===== config.mk =====
export PLATFORM = sky130hd
export DESIGN_NAME = burst_col_gen
export DESIGN_NICKNAME = d
export VERILOG_FILES = /design/src/rtl/burst_col_pkg.sv /design/src/rtl/burst_len_decode.sv /design/src/rtl/burst_beat_addr.sv /design/src/rtl/burst_col_gen.sv
export SDC_FILE = /design/constraint.sdc
export NUM_CORES = 1
export LEC_CHECK = 0
export ABC_AREA = 0
export BUFFER_PORTS_ARGS = -buffer_cell sky130_fd_sc_hd__buf_2
export CAP_MARGIN = 20
export CORE_UTILIZATION = 24
export CTS_BUF_LIST = sky130_fd_sc_hd__clkbuf_4 sky130_fd_sc_hd__clkbuf_8
export DETAILED_ROUTE_END_ITERATION = 8
export GPL_ROUTABILITY_DRIVEN = 1
export PLACE_DENSITY = 0.52
export SYNTH_ARGS = -nofsm -noshare
export SYNTH_HDL_FRONTEND = slang
export SYNTH_SLANG_ARGS = --single-unit
export TNS_END_PERCENT = 100

===== constraint.sdc =====
create_clock -name clk -period 2.35 [get_ports clk]
set_input_delay 0.235 -clock clk [delete_from_list [all_inputs] [get_ports clk]]
set_output_delay 0.235 -clock clk [all_outputs]
set_load 0.1 [all_outputs]

===== src/rtl/burst_col_pkg.sv =====
package burst_col_pkg;
  typedef enum logic [2:0] {
    BLEN_1    = 3'b000,
    BLEN_2    = 3'b001,
    BLEN_4    = 3'b010,
    BLEN_8    = 3'b011,
    BLEN_PAGE = 3'b111
  } blen_e;
endpackage


===== src/rtl/burst_len_decode.sv =====
module burst_len_decode
  import burst_col_pkg::*;
#(
  parameter int COL_W = 8
) (
  input  logic [2:0]       len_i,
  output logic [COL_W-1:0] mask_o,
  output logic             page_o
);
  always_comb begin
    mask_o = '0;
    page_o = 1'b0;
    case (blen_e'(len_i))
      BLEN_2:    mask_o = COL_W'(1);
      BLEN_4:    mask_o = COL_W'(3);
      BLEN_8:    mask_o = COL_W'(7);
      BLEN_PAGE: begin
        mask_o = '1;
        page_o = 1'b1;
      end
      default:   mask_o = '0;
    endcase
  end
endmodule


===== src/rtl/burst_beat_addr.sv =====
module burst_beat_addr #(
  parameter int COL_W = 8
) (
  input  logic [COL_W-1:0] base_i,
  input  logic [COL_W-1:0] beat_i,
  input  logic [COL_W-1:0] mask_i,
  input  logic             xor_i,
  output logic [COL_W-1:0] col_o
);
  logic [COL_W-1:0] sum_w;
  logic [COL_W-1:0] mix_w;

  always_comb begin
    sum_w = base_i + beat_i;
    mix_w = base_i ^ beat_i;
    col_o = (base_i & ~mask_i) | ((xor_i ? mix_w : sum_w) & mask_i);
  end
endmodule


===== src/rtl/burst_col_gen.sv =====
module burst_col_gen #(
  parameter int COL_W = 8
) (
  input  logic             clk,
  input  logic             rst_n,
  input  logic             start_i,
  input  logic [COL_W-1:0] start_col_i,
  input  logic [2:0]       len_i,
  input  logic             interleave_i,
  input  logic             stop_i,
  output logic [COL_W-1:0] col_o,
  output logic             valid_o,
  output logic             last_o
);
  localparam int SYNC_N = 2;

  logic [SYNC_N-1:0] rst_sync_q;
  logic              rst_int_n;

  always_ff @(posedge clk or negedge rst_n) begin
    if (!rst_n) rst_sync_q <= '0;
    else        rst_sync_q <= {rst_sync_q[SYNC_N-2:0], 1'b1};
  end
  assign rst_int_n = rst_sync_q[SYNC_N-1];

  logic [COL_W-1:0] dec_mask_w;
  logic             dec_page_w;

  burst_len_decode #(.COL_W(COL_W)) u_dec (
    .len_i  (len_i),
    .mask_o (dec_mask_w),
    .page_o (dec_page_w)
  );

  logic [COL_W-1:0] base_q, base_d;
  logic [COL_W-1:0] beat_q, beat_d;
  logic [COL_W-1:0] mask_q, mask_d;
  logic             page_q, page_d;
  logic             xor_q,  xor_d;
  logic             act_q,  act_d;
  logic             load_en, step_en, act_en;
  logic             final_w;

  assign final_w = act_q & ~page_q & (beat_q == mask_q);

  always_comb begin
    load_en = start_i;
    step_en = ~start_i & act_q & ~stop_i & ~final_w;
    act_en  = start_i | act_q;
    base_d  = start_col_i;
    mask_d  = dec_mask_w;
    page_d  = dec_page_w;
    xor_d   = interleave_i & ~dec_page_w;
    beat_d  = start_i ? '0 : beat_q + 1'b1;
    act_d   = start_i | (act_q & ~stop_i & ~final_w);
  end

  always_ff @(posedge clk or negedge rst_int_n) begin
    if (!rst_int_n) begin
      base_q <= '0;
      mask_q <= '0;
      page_q <= 1'b0;
      xor_q  <= 1'b0;
    end else if (load_en) begin
      base_q <= base_d;
      mask_q <= mask_d;
      page_q <= page_d;
      xor_q  <= xor_d;
    end
  end

  always_ff @(posedge clk or negedge rst_int_n) begin
    if (!rst_int_n)                beat_q <= '0;
    else if (load_en || step_en)   beat_q <= beat_d;
  end

  always_ff @(posedge clk or negedge rst_int_n) begin
    if (!rst_int_n)   act_q <= 1'b0;
    else if (act_en)  act_q <= act_d;
  end

  burst_beat_addr #(.COL_W(COL_W)) u_addr (
    .base_i (base_q),
    .beat_i (beat_q),
    .mask_i (mask_q),
    .xor_i  (xor_q),
    .col_o  (col_o)
  );

  assign valid_o = act_q;
  assign last_o  = final_w;
endmodule


-- Yosys cells after proc, flatten, opt, wreduce, memory -nomap -nowiden
Cells that the tools add are included.
- word-level logic and storage cells: 39
- register bits after elaboration: 29
- input bits: 16
- equality and inequality tests: 5
- mux-type cells: 4
- bitwise operators: 20
- add/sub/neg operators: 2
- reductions and logical operators: 1
- operators with widths (operator ; number):
    $pmux 8 s4 ; 1
    $and 8x8->8 ; 2
    $mux 8 ; 2
    $add 8x1->8 const B ; 1
    $add 8x8->8 ; 1
    $and 1x1->1 ; 8
    $eq 8x8->1 ; 1
    $not 8->8 ; 1
    $or 8x8->8 ; 1
    $xor 8x8->8 ; 1
    $eq 3x2->1 const B ; 2
    $not 1->1 ; 5
    $eq 3x1->1 const B ; 1
    $eq 3x3->1 const B ; 1
    $or 1x1->1 ; 2
    $logic_or 1x1->1 ; 1
    $mux 1 ; 1

-- Logic depth before layout (Yosys ltp)
- depth after elaboration: 6
- depth in mapped cells: 8

-- Cells and area by module
A second synthesis with hierarchy kept.
- cell total of the unflattened synthesis: 177
- area total of the unflattened synthesis: 1813.0 µm²
- by module, submodules not included (module ; area each (µm²) ; times used ; cells an instance):
    burst_col_gen ; 1316.3 ; 1 ; 105
    burst_beat_addr ; 420.4 ; 1 ; 61
    burst_len_decode ; 76.3 ; 1 ; 11

-- Worst setup path after synthesis
Ideal clock, no wire load.
- path kind: reg-to-output
- start: reg beat_q[4]
- end: out col_o[7]
- required time: 2.115 ns
- buffers on the path: 0
- cell stages (with the launch flop): 7
- arrival time: 3.074 ns
- slack: -0.959 ns
- path through: dfrtp_1 ha_1 and2_1 o2111a_1 o31ai_1 nand3_1 xnor2_1
- longest elaborated chain between the ends: 4
- ends and longest elaborated chain (element ; RTL line ; RTL):
    start, declared ; burst_col_gen.sv:36 ; logic [COL_W-1:0] beat_q, beat_d;
    start signal, assigned ; burst_col_gen.sv:74 ; else if (load_en || step_en) beat_q <= beat_d;
    $add 8x8->8 ; burst_beat_addr.sv:14 ; sum_w = base_i + beat_i;
    $mux 8 ; burst_beat_addr.sv:16 ; col_o = (base_i & ~mask_i) | ((xor_i ? mix_w : sum_w) & mask_i);
    $and 8x8->8 ; burst_beat_addr.sv:16 ;
    $or 8x8->8 ; burst_beat_addr.sv:16 ;
    end, declared ; burst_col_gen.sv:11 ; output logic [COL_W-1:0] col_o,
Every way passes these cells.

-- Worst setup path in the final report
- start: reg base_q[0]
- end: out col_o[6]
- longest elaborated chain between the ends: 4
- ends and longest elaborated chain (element ; RTL line ; RTL):
    start, declared ; burst_col_gen.sv:35 ; logic [COL_W-1:0] base_q, base_d;
    start signal, assigned ; burst_col_gen.sv:65 ; base_q <= base_d;
    $add 8x8->8 ; burst_beat_addr.sv:14 ;
    $mux 8 ; burst_beat_addr.sv:16 ;
    $and 8x8->8 ; burst_beat_addr.sv:16 ;
    $or 8x8->8 ; burst_beat_addr.sv:16 ;
Every way passes these cells.

==> out/metrics.yaml <==
cp.arrival_ps: 2320
failed_checks: "setup timing"
finalWirelength_um: 3456
final.setup.tns_ps: -583.1
core_region_area_sq_um: 5956
hp-class: "in -> reg"
fin_crit_sh: 1.085
fin_util: 0.3664
grt_pass1_wl_um: 6037
worstPathCellList: "ha_2 > inv_2 > fa_2 > nand2b_4 > a211oi_4 > a31oi_1 > xnor2_1 > mux2_4 > buf_12"
die_x_um: 80.96
ys_ff_latch: 24
cts_num_sinks: 24
first_global_vias: 1243
max_freq_ghz: 0.3921
relSlewSlack: 0.6542
final_layout_size_suffix_gt1_frac: 0.4150
critical_path.slowest_cell: "dfrtp_1"
nets: 226
start_util: 0.2513
path_delay_family: "adder cells"
seq_area_frac_synth: 0.4013
cp_slowest_stage_delay_ps: 370
die-height_um: 80.96
end_kind: "primary output"
critPathMaxFanout: 2
fin_skew_ps: 3.682
status: "finished with violations"
maxCapViolCount: 0
finalWorstSetupSlack_ps: -200.5
vias: 1246
slew_violations: 0
diodes: 0
worst_hold_slack_ps: 187.7
dp_hpwl_um: 2517
yosysMostFrequentCell: "dfrtp_1"
p_per_area_nw_per_um2: 618.5
stdcell_count: 275
synth_top_cell_by_area: "dfrtp_1"
synth_nets: 181
synthCells: 156
synth_cell_types: 39
h-tree-depth: 1
rsz0062_at_grt: "true"
dp_cells: 266
synth.top_cell.area_share: 0.4013
clockBufferDepth: 2
vias_per_cell: 4.531
drt_first_pass_iters: 4
synth_edf_count: 0
tightest_slew_ps: 518.7
drc_errors: 0
period_minus_slack_ps: 2551
overflow: 0
yosysWarnings: 0
synthTopCellsByCount: "24 x dfrtp_1, 14 x nor2_1, 12 x a21oi_1"
cts_buffers: 3
setup_violations: 4
port_buffers: 25
path_clk_slew_ps: 90
reg2reg_setup_slack_ps: 500
crit_type: "reg -> out"
synth-main-ff-cell: "dfrtp_1"
required_ps: 2120
syn2layout_area_growth_pct: 45.82
root_buffer: "clkbuf_8"
peakVddDrop_uv: 373.9
worst_setup_path_start_kind: "flip-flop"
rows: 28
grt_start_max_net_pins: 28
grt_usage: 0.1216
final_antenna_net_count: 0
synthArstFlopShare: 1.000
syn-cell-area_sq_um: 1496
synth_area_leaders: "dfrtp_1 40%, mux2_2 7.5%, ha_1 6.7%"
cp.buffers_inverters: 2
power_mw: 1.350
first_iter_violations: 66
clkLatencyLatePin_ps: 270
leakagePower_nw: 0.9584
post_drt_wl_per_cell_um: 12.57
grt_antenna_before_repair: 0
die-area_sq_um: 6555
gp_congestion: 0.8024
io_pins: 26
hold_viol: 0
syn_avg_cell_area_sq_um: 9.593
cts_tree: "yes"
[cells by family (layout without fill, tap and decap cells)]
| logic type | count (synthesis) | count (layout) | synth area share |
|---|---|---|---|
| AND/OR/NAND/NOR | 50 | 50 | 0.1731 |
| multiplexers | 11 | 11 | 0.08194 |
| AO/OA/AOI/OAI | 34 | 34 | 0.1480 |
| buffers and inverters | 16 | 60 | 0.04850 |
| other | 1 | 1 | 0.002506 |
| adder cells (fa/ha/maj) | 9 | 9 | 0.08027 |
| XOR/XNOR | 11 | 11 | 0.06438 |
| flip-flops | 24 | 24 | 0.4013 |
[worst register-to-register path, stage by stage (launching register included)]
cell and delay (ps):
dfrtp_1 420, buf_4 170, or4_4 530, o32ai_4 230
a21oi_2 120, mux2_2 280
[final timing paths]
kind                                         start               endpoint  cells past startpoint
max reg2reg                  beat_q[3]$_DFFE_PN0P_  beat_q[0]$_DFFE_PN0P_                      5
max                          base_q[0]$_DFFE_PN0P_               col_o[6]                      9
min reg2reg                rst_sync_q[1]$_DFF_PN0_  beat_q[3]$_DFFE_PN0P_                      1
min in group asynchronous  rst_sync_q[1]$_DFF_PN0_  beat_q[3]$_DFFE_PN0P_                      1
min                                 start_col_i[3]  base_q[3]$_DFFE_PN0P_                      2
max in group asynchronous  rst_sync_q[1]$_DFF_PN0_    valid_o$_DFFE_PN0P_                      1
[routing by layer]
layer / vias up / GRT usage / wire, um
met2: 18 / 0.2134 / 1737
met3: 2 / 0.03034 / 97
met5: - / 0 / 0
met1: 595 / 0.1508 / 1605
li1: 631 / - / -
met4: 0 / 0.02143 / 15
[repair_timing]
action	in CTS	in global routing
pin swaps	9	6
setup buffers	2	2
gates resized for setup	14	6
endpoints found under the hold margin	2	0
endpoints found under the setup margin	4	4
hold buffers	1	0
[layout make-up]
class / instances / area [sq um]
fillers: 611 / 3774
multi-input cells: 116 / 968.4
flip-flops and latches: 24 / 601.8
repair buffers: 45 / 405.4
well taps: 75 / 93.84
clock buffers: 3 / 41.29
inverters: 11 / 41.29
clock inverters: 1 / 30.03
[through the flow]
stage	setup WS, ps	cell area (sq um)
after floorplan	-342.2	1548
after global placement	8.665	1968
after detailed placement	-30.72	1968
after CTS	-211.9	2140
after global routing	-281.9	2182
final	-200.5	2182
[registers in the layout (all words and copies together) (netlist names)]
signal,flops
base_q,8
beat_q,8
mask_q,3
rst_sync_q,2
page_q,1
valid_o,1
xor_q,1
[report_power, final]
part / leakage [nW] / total, mW / switching (mW) / internal [mW]
clock network: 0.0357 / 0.372 / 0.144 / 0.228
logic: 0.621 / 0.510 / 0.312 / 0.198
registers: 0.302 / 0.467 / 0.0271 / 0.440
total: 0.958 / 1.35 / 0.484 / 0.866
[cell usage in the layout (no fill, tap or decap), types with 3 or more instances in the layout]
cell type / count
dfrtp_1: 23
buf_2: 17
buf_4: 17
nor2_1: 14
nand2_1: 11
inv_1: 9
a21oi_1: 9
mux2_2: 9
o21ai_0: 8
buf_12: 8
ha_1: 6
xor2_1: 5
xnor2_1: 4
or3_1: 4
nand3_1: 4
a21oi_2: 3
nand4_1: 3
clkbuf_8: 3
No activity file was read; power rests on OpenSTA's default activity.
